`config.mk`:
```
export PLATFORM = sky130hd
export DESIGN_NAME = pktalu_core
export DESIGN_NICKNAME = d
export VERILOG_FILES = /design/src/rtl/pktalu_pkg.sv /design/src/rtl/pktalu_imm_ext.sv /design/src/rtl/pktalu_arith_unit.sv /design/src/rtl/pktalu_bitwise_unit.sv /design/src/rtl/pktalu_shift_unit.sv /design/src/rtl/pktalu_core.sv
export SDC_FILE = /design/constraint.sdc
export NUM_CORES = 1
export LEC_CHECK = 0
export BUFFER_PORTS_ARGS = -buffer_cell sky130_fd_sc_hd__buf_2
export CAP_MARGIN = 0
export CORE_ASPECT_RATIO = 1.75
export CORE_UTILIZATION = 57
export DETAILED_ROUTE_END_ITERATION = 10
export PLACE_DENSITY = 0.84
export SLEW_MARGIN = 30
export SYNTH_ARGS = -nofsm -noshare
export SYNTH_HDL_FRONTEND = slang
export SYNTH_SLANG_ARGS = --single-unit
```
`constraint.sdc`:
```
create_clock -name clk -period 7.5 [get_ports clk]
set_clock_uncertainty 0.05 [all_clocks]
set_input_delay 0.375 -clock clk [delete_from_list [all_inputs] [get_ports clk]]
set_output_delay 0.375 -clock clk [all_outputs]
set_load 0.02 [all_outputs]
```
`src/rtl/pktalu_pkg.sv`:
```
package pktalu_pkg;

    localparam int XLEN   = 32;
    localparam int HALF   = 16;
    localparam int SHW    = 5;
    localparam int IMMW   = 16;
    localparam int REGW   = 5;
    localparam int OPW    = 5;

    typedef enum logic [OPW-1:0] {
        OP_ADD    = 5'd0,
        OP_SUB    = 5'd1,
        OP_AND    = 5'd2,
        OP_OR     = 5'd3,
        OP_XOR    = 5'd4,
        OP_NOR    = 5'd5,
        OP_SLT    = 5'd6,
        OP_SLTU   = 5'd7,
        OP_ADDI   = 5'd8,
        OP_SLTI   = 5'd9,
        OP_SLTIU  = 5'd10,
        OP_ANDI   = 5'd11,
        OP_ORI    = 5'd12,
        OP_XORI   = 5'd13,
        OP_LUI    = 5'd14,
        OP_SLL    = 5'd15,
        OP_SRL    = 5'd16,
        OP_SRA    = 5'd17,
        OP_SLLV   = 5'd18,
        OP_SRLV   = 5'd19,
        OP_SRAV   = 5'd20,
        OP_DADD16 = 5'd21,
        OP_ROTMSK = 5'd22,
        OP_SHLMSK = 5'd23,
        OP_SHRMSK = 5'd24,
        OP_ANDHI  = 5'd25
    } alu_op_e;

    localparam logic [OPW-1:0] OP_LAST = 5'd25;

    function automatic logic op_is_legal(input logic [OPW-1:0] code);
        return code <= OP_LAST;
    endfunction

endpackage

```
`src/rtl/pktalu_imm_ext.sv`:
```
module pktalu_imm_ext #(
    parameter int W  = 32,
    parameter int IW = 16
) (
    input  logic [IW-1:0] imm_i,
    output logic [W-1:0]  sext_o,
    output logic [W-1:0]  zext_o,
    output logic [W-1:0]  ones_hi_o,
    output logic [W-1:0]  upper_o
);
    localparam int PADW = W - IW;

    logic [W-1:0] hi_ones;

    always_comb begin
        sext_o    = {{PADW{imm_i[IW-1]}}, imm_i};
        zext_o    = {{PADW{1'b0}}, imm_i};
        hi_ones   = {{PADW{1'b1}}, {IW{1'b0}}};
        ones_hi_o = sext_o | hi_ones;
        upper_o   = zext_o << IW;
    end

endmodule

```
`src/rtl/pktalu_arith_unit.sv`:
```
module pktalu_arith_unit #(
    parameter int W    = 32,
    parameter int HW   = 16
) (
    input  logic [W-1:0] a_i,
    input  logic [W-1:0] b_i,
    output logic [W-1:0] sum_o,
    output logic [W-1:0] diff_o,
    output logic         lt_s_o,
    output logic         lt_u_o,
    output logic [W-1:0] lanes_o
);
    localparam int LANES = W / HW;

    always_comb begin
        sum_o  = a_i + b_i;
        diff_o = a_i - b_i;
        lt_s_o = $signed(a_i) < $signed(b_i);
        lt_u_o = a_i < b_i;
    end

    for (genvar g = 0; g < LANES; g++) begin : g_lane
        assign lanes_o[g*HW +: HW] = a_i[g*HW +: HW] + b_i[g*HW +: HW];
    end

endmodule

```
`src/rtl/pktalu_bitwise_unit.sv`:
```
module pktalu_bitwise_unit #(
    parameter int W = 32
) (
    input  logic [W-1:0] a_i,
    input  logic [W-1:0] b_i,
    output logic [W-1:0] and_o,
    output logic [W-1:0] or_o,
    output logic [W-1:0] xor_o,
    output logic [W-1:0] nor_o
);
    always_comb begin
        and_o = a_i & b_i;
        or_o  = a_i | b_i;
        xor_o = a_i ^ b_i;
        nor_o = ~(a_i | b_i);
    end

endmodule

```
`src/rtl/pktalu_shift_unit.sv`:
```
module pktalu_shift_unit #(
    parameter int W  = 32,
    parameter int SW = 5
) (
    input  logic [W-1:0]  val_i,
    input  logic [SW-1:0] amt_i,
    input  logic [W-1:0]  cnt_reg_i,
    input  logic [SW-1:0] maskl_i,
    input  logic [SW-1:0] maskr_i,
    output logic [W-1:0]  shl_o,
    output logic [W-1:0]  shr_o,
    output logic [W-1:0]  sar_o,
    output logic [W-1:0]  rotmsk_o,
    output logic [W-1:0]  shlmsk_o,
    output logic [W-1:0]  shrmsk_o
);
    localparam logic [W-1:0] ALL_ONES = {W{1'b1}};

    logic [W-1:0] rot;
    logic [W-1:0] keep_left;
    logic [W-1:0] keep_right;
    logic [W-1:0] reg_mask_lo;
    logic [W-1:0] reg_mask_hi;

    for (genvar i = 0; i < W; i++) begin : g_rot
        logic [SW-1:0] src;
        assign src    = SW'(i) + amt_i;
        assign rot[i] = val_i[src];
    end

    always_comb begin
        shl_o       = val_i << amt_i;
        shr_o       = val_i >> amt_i;
        sar_o       = W'($signed(val_i) >>> amt_i);
        keep_left   = ALL_ONES >> maskl_i;
        keep_right  = ALL_ONES << maskr_i;
        reg_mask_lo = ALL_ONES >> cnt_reg_i;
        reg_mask_hi = ALL_ONES << cnt_reg_i;
        rotmsk_o    = rot & keep_left & keep_right;
        shlmsk_o    = shl_o & reg_mask_lo;
        shrmsk_o    = shr_o & reg_mask_hi;
    end

endmodule

```
`src/rtl/pktalu_core.sv`:
```
module pktalu_core
    import pktalu_pkg::*;
#(
    parameter int W    = XLEN,
    parameter int HW   = HALF,
    parameter int SW   = SHW,
    parameter int IW   = IMMW,
    parameter int RW   = REGW
) (
    input  logic          clk,
    input  logic          rst_n,
    input  logic          valid_i,
    input  logic [4:0]    op_i,
    input  logic [W-1:0]  rs_i,
    input  logic [W-1:0]  rt_i,
    input  logic [SW-1:0] shamt_i,
    input  logic [SW-1:0] maskl_i,
    input  logic [SW-1:0] maskr_i,
    input  logic [IW-1:0] imm_i,
    input  logic [RW-1:0] dest_i,
    output logic [W-1:0]  result_o,
    output logic          wr_en_o,
    output logic [RW-1:0] wr_idx_o
);
    localparam logic [W-1:0] ZERO = '0;

    alu_op_e      op;
    logic         legal;
    logic         dest_zero;

    logic [W-1:0] imm_sext, imm_zext, imm_ones_hi, imm_upper;
    logic [W-1:0] arith_b, logic_b;
    logic [SW-1:0] shift_amt;

    logic [W-1:0] sum, diff, lanes;
    logic         lt_s, lt_u;
    logic [W-1:0] v_and, v_or, v_xor, v_nor;
    logic [W-1:0] v_shl, v_shr, v_sar, v_rotmsk, v_shlmsk, v_shrmsk;

    logic [W-1:0] result_next;
    logic         wr_next;

    assign op        = alu_op_e'(op_i);
    assign legal     = op_is_legal(op_i);
    assign dest_zero = (dest_i == '0);

    pktalu_imm_ext #(.W(W), .IW(IW)) u_imm (
        .imm_i     (imm_i),
        .sext_o    (imm_sext),
        .zext_o    (imm_zext),
        .ones_hi_o (imm_ones_hi),
        .upper_o   (imm_upper)
    );

    // operand routing per operation class
    always_comb begin
        unique case (op)
            OP_ADDI, OP_SLTI, OP_SLTIU: arith_b = imm_sext;
            default:                    arith_b = rt_i;
        endcase
        unique case (op)
            OP_ANDI, OP_ORI, OP_XORI: logic_b = imm_zext;
            OP_ANDHI:                 logic_b = imm_ones_hi;
            default:                  logic_b = rt_i;
        endcase
        unique case (op)
            OP_SLLV, OP_SRLV, OP_SRAV: shift_amt = rs_i[SW-1:0];
            default:                   shift_amt = shamt_i;
        endcase
    end

    pktalu_arith_unit #(.W(W), .HW(HW)) u_arith (
        .a_i     (rs_i),
        .b_i     (arith_b),
        .sum_o   (sum),
        .diff_o  (diff),
        .lt_s_o  (lt_s),
        .lt_u_o  (lt_u),
        .lanes_o (lanes)
    );

    pktalu_bitwise_unit #(.W(W)) u_bitwise (
        .a_i   (rs_i),
        .b_i   (logic_b),
        .and_o (v_and),
        .or_o  (v_or),
        .xor_o (v_xor),
        .nor_o (v_nor)
    );

    pktalu_shift_unit #(.W(W), .SW(SW)) u_shift (
        .val_i     (rt_i),
        .amt_i     (shift_amt),
        .cnt_reg_i (rs_i),
        .maskl_i   (maskl_i),
        .maskr_i   (maskr_i),
        .shl_o     (v_shl),
        .shr_o     (v_shr),
        .sar_o     (v_sar),
        .rotmsk_o  (v_rotmsk),
        .shlmsk_o  (v_shlmsk),
        .shrmsk_o  (v_shrmsk)
    );

    // result select
    always_comb begin
        result_next = ZERO;
        if (legal && !dest_zero) begin
            unique case (op)
                OP_ADD, OP_ADDI:               result_next = sum;
                OP_SUB:                        result_next = diff;
                OP_AND, OP_ANDI, OP_ANDHI:     result_next = v_and;
                OP_OR, OP_ORI:                 result_next = v_or;
                OP_XOR, OP_XORI:               result_next = v_xor;
                OP_NOR:                        result_next = v_nor;
                OP_SLT, OP_SLTI:               result_next = {{(W-1){1'b0}}, lt_s};
                OP_SLTU, OP_SLTIU:             result_next = {{(W-1){1'b0}}, lt_u};
                OP_LUI:                        result_next = imm_upper;
                OP_SLL, OP_SLLV:               result_next = v_shl;
                OP_SRL, OP_SRLV:               result_next = v_shr;
                OP_SRA, OP_SRAV:               result_next = v_sar;
                OP_DADD16:                     result_next = lanes;
                OP_ROTMSK:                     result_next = v_rotmsk;
                OP_SHLMSK:                     result_next = v_shlmsk;
                OP_SHRMSK:                     result_next = v_shrmsk;
                default:                       result_next = ZERO;
            endcase
        end
        wr_next = valid_i && legal && !dest_zero;
    end

    // output register stage
    always_ff @(posedge clk) begin
        if (!rst_n) begin
            result_o <= ZERO;
            wr_en_o  <= 1'b0;
            wr_idx_o <= '0;
        end else begin
            result_o <= result_next;
            wr_en_o  <= wr_next;
            wr_idx_o <= dest_i;
        end
    end

endmodule

```
==> impl_metrics.ini, run 1 <==
[run_status]
stop_stage = global routing (5_1_grt)
status = did not finish
error_line = [ERROR GRT-0116] Global routing finished with congestion. Check the congestion regions in the DRC Viewer.

[logic_synthesis]
synthesis.area_mm2 = 0.0161
ys_types = 99
synth_nets = 2592
ys_async_sr_fraction_pct = 0
seq_area_frac_synth_pct = 4.73
ys_seq_elements = 38
syn_inst = 2340
synth_edf_count = 0
syn_avg_cell_area_um2 = 6.88
synth-main-ff-cell = dfxtp_1
yosys_warnings = 0

[global_route]
grt_pass1_wl_um = 160000
grt_use_total_pct = 75.1
first_global_vias = 22200
grt_max_degree = 63
grt_overflow = 163

[clock_tree]
cts_resized = 0
hold_buffers = 0
cts_root_buf = clkbuf_16
cts-buffers-inserted = 5
post_cts_buffers = 0
clk_path_buf_depth = 2
cts_sinks = 38
cts_max_level = 2

[place]
hpwl_um = 73200
place_ws_ns = 2.02
place_congestion = 1.21
portBuffers = 145

[floorplan]
initial_core_util_pct = 57.7
dieWidth_um = 129
rows = 81
die_h_um = 224
ios = 146
==> routing by layer <==
layer | overflow | global-route usage, %
met1 | 0 | 76.6
met2 | 103 | 95.0
met3 | 0 | 52.5
met4 | 60 | 79.0
met5 | 0 | 3.74
==> synth_stat cells, types with 15 or more instances <==
cell type    n  area [um2]
nand2_1    217         815
nor2_1     179         672
a21oi_1    166         831
o21ai_0    165         826
ha_1       141        1760
clkbuf_1   138         518
inv_1      134         503
mux2i_1     96         961
nor3_1      62         310
nand3_1     60         300
a31oi_1     59         369
a211oi_1    55         413
o211ai_1    48         360
xnor2_1     46         403
a21o_1      43         323
o22ai_1     41         257
dfxtp_1     38         761
a22oi_1     35         263
mux2_2      35         394
mux4_2      33         743
a221oi_1    29         254
nor2b_1     27         169
buf_1       26        97.6
o31ai_1     26         195
nand2b_1    24         150
o21a_1      23         173
or3_1       22         138
buf_2       21         105
nand4_1     21         131
nor4_1      20         125
and2_1      19         119
a221o_1     18         180
a211o_1     15         131
a21boi_0    15         113
==> stage by stage <==
step	cell area (um2)	std cells
floorplan	16100	2340
global placement	16900	2704
detailed placement	16900	2705
CTS	17100	2713
==> cells by family after synthesis <==
| logic type | synth area share (%) |
|---|---|
| simple gates | 21.4 |
| xor+xnor | 2.93 |
| compound gates | 38.2 |
| mux | 13.4 |
| buf+inv | 8.05 |
| flops | 4.73 |
| fa+ha+maj | 11.3 |
==> run 2, diff against run 1 <==
--- a/config.mk
+++ b/config.mk
@@ -7,10 +7,9 @@
 export LEC_CHECK = 0
 export BUFFER_PORTS_ARGS = -buffer_cell sky130_fd_sc_hd__buf_2
 export CAP_MARGIN = 0
-export CORE_ASPECT_RATIO = 1.75
-export CORE_UTILIZATION = 57
+export CORE_UTILIZATION = 40
 export DETAILED_ROUTE_END_ITERATION = 10
-export PLACE_DENSITY = 0.84
+export PLACE_DENSITY_LB_ADDON = 0.15
 export SLEW_MARGIN = 30
 export SYNTH_ARGS = -nofsm -noshare
 export SYNTH_HDL_FRONTEND = slang
==> run 2 against run 1 <==
Compared with the run above:
- the flow now finishes without violations
- area after synthesis unchanged
- synthesized cell count unchanged
==> impl_metrics.ini, run 2 <==
[floorplan]
ios = 146
core_mm2 = 0.0397
dieWidth_um = 203
initial_core_util_pct = 40.5
dieArea_mm2 = 0.0410
die_h_um = 203
rows = 73

[timing]
fin_setup_tns_ns = 0
setup_viol = 0
rsz0062_at_grt = false
finalCritPeriodShare_pct = 72.7
relSlewSlack_pct = 26.3
holdWs_ns = 0.250
fin_crit_ns = 5.45
maxSlewViolCount = 0
tightest_slew_ns = 1.08
max_freq_mhz = 183
final.setup.worst_slack_ns = 2.05
hold_viol = 0

[layout]
finalNonFillerCells = 2880
syn_to_final_growth_pct = 7.96
fin_nets = 2602
utilization_pct = 43.7
regMostFlops = result_o
layout-drive-gt1-share_pct = 14.0
mostFrequentLayoutCell = nand2_1
nFillCells = 4250
largest_reg_flops = 32
final_design_area_no_fill_mm2 = 0.0174
layout_common_cells = nand2_1, nor2_1, a21oi_1
reg_top3 = result_o x32, wr_idx_o x5, wr_en_o x1

[logic_synthesis]
synthesis.area_mm2 = 0.0161
synth-main-ff-cell = dfxtp_1
syn_avg_cell_area_um2 = 6.88
ys_seq_elements = 38
synth_top_cell_by_area = ha_1
synth_top_area_share_pct = 11.0
synth_edf_count = 0
yosysMostFrequentCell = nand2_1
seq_area_frac_synth_pct = 4.73
synth_nets = 2592
synthTopCellsByArea = ha_1, mux2i_1, a21oi_1, o21ai_0, nand2_1
ys_async_sr_fraction_pct = 0
synthTopCellsByCount = nand2_1, nor2_1, a21oi_1
syn_inst = 2340
yosys_warnings = 0
ys_types = 99

[global_route]
grt_overflow = 0
grt_pass1_wl_um = 142000
grt_use_total_pct = 47.4
grt_max_degree = 61
first_global_vias = 19400
antenna_found_initial = 10

[drt]
via_count = 21100
vias_per_cell = 7.31
wire_per_inst_um = 34.9
routed_wl_um = 100000
firstDrtPassIters = 7
ant_nets = 0
drcViolationCount = 0
drtIter0Drc = 3063

[pwr]
powerDensity_mw_per_mm2 = 127
ir_worst_vdd_mv = 0.0944
leakagePower_nw = 7.19
power_mw = 2.20

[setup_path]
path_max_fanout = 33
cp-end-kind = flip-flop
start_kind = input port
cp_cell_sequence = buf_2, nor2b_1, nand3_1, nand3_4, inv_2, ha_1, xnor2_2, mux4_2, mux4_1, nor3_1, a221oi_1, a31oi_1
critPathKind = input port to flip-flop
required_ns = 7.66
cp_slowest_cell = xnor2_2
cp.arrival_ns = 5.61
max_stage_delay_ns = 0.62

[worst_hold_path]
hp-class = input port to flip-flop

[place]
dp.cells = 2867
portBuffers = 145
hpwl_um = 78900
place_congestion = 1.15
place_ws_ns = 1.91
placed_area_mm2 = 0.0172

[clock_tree]
cts_root_buf = clkbuf_16
cts_tree = built
clk_path_buf_depth = 2
cts_max_level = 2
cts-buffers-inserted = 5
clk_pin_slew_ns = 0.06
cts_sinks = 38
cts_resized = 0
post_cts_buffers = 0
hold_buffers = 0

[run_status]
status = complete, no violations

[job]
drv_cap = 0
-- run 2: cell counts after synthesis --
No cell type changed its count.
-- run 2: critical path, delay by kind of cell --
family,cells,cell delay [ns]
simple gates,4,1.92
mux,2,1.19
buf+inv,2,0.77
xor+xnor,1,0.62
compound gates,2,0.36
fa+ha+maj,1,0.35
-- run 2: path summary, 6_finish.rpt --
path	start	to	slack [ns]	cells past startpoint
setup / recovery	op_i[4]	result_o[19]$_SDFF_PN0_	2.05	12
hold / removal	valid_i	wr_en_o$_SDFF_PN0_	0.25	2
-- run 2: per-layer routing --
| layer | GRT usage, % | part of all wire, % | vias up |
|---|---|---|---|
| li1 | - | - | 8921 |
| met1 | 56.6 | 37 | 10000 |
| met2 | 71.8 | 42 | 1682 |
| met3 | 14.7 | 12 | 428 |
| met4 | 33.9 | 9.0 | 10 |
| met5 | 0 | 0.065 | - |
-- run 2: power breakdown --
| part | total (mW) | internal (mW) | leakage (nW) | switching [mW] |
|---|---|---|---|---|
| clock network | 0.245 | 0.156 | 0.0836 | 0.0896 |
| logic | 1.73 | 0.567 | 6.80 | 1.16 |
| registers | 0.230 | 0.221 | 0.313 | 0.00825 |
| total | 2.20 | 0.945 | 7.19 | 1.26 |
-- run 2: layout make-up --
class / instances / area [um2] / share of cell area, %
multi-input combinational: 1973 / 14200 / 81.5
sequential: 38 / 761 / 4.38
clock buffer: 5 / 125 / 0.720
inverter: 137 / 514 / 2.96
clock inverter: 3 / 40.0 / 0.230
timing repair buffer: 195 / 1100 / 6.32
antenna: 4 / 10.0 / 0.0576
tap: 525 / 657 / 3.78
-- run 2: logic make-up (layout without fill, tap and decap cells) --
kind of cell,after synthesis,in the layout,share of synthesized area [%]
compound gates,899,899,38.2
xor+xnor,53,53,2.93
fa+ha+maj,144,144,11.3
buf+inv,329,340,8.05
flops,38,38,4.73
mux,166,166,13.4
other cells,0,4,0
simple gates,711,711,21.4
Note: power is estimated with default switching activity, not from simulation.
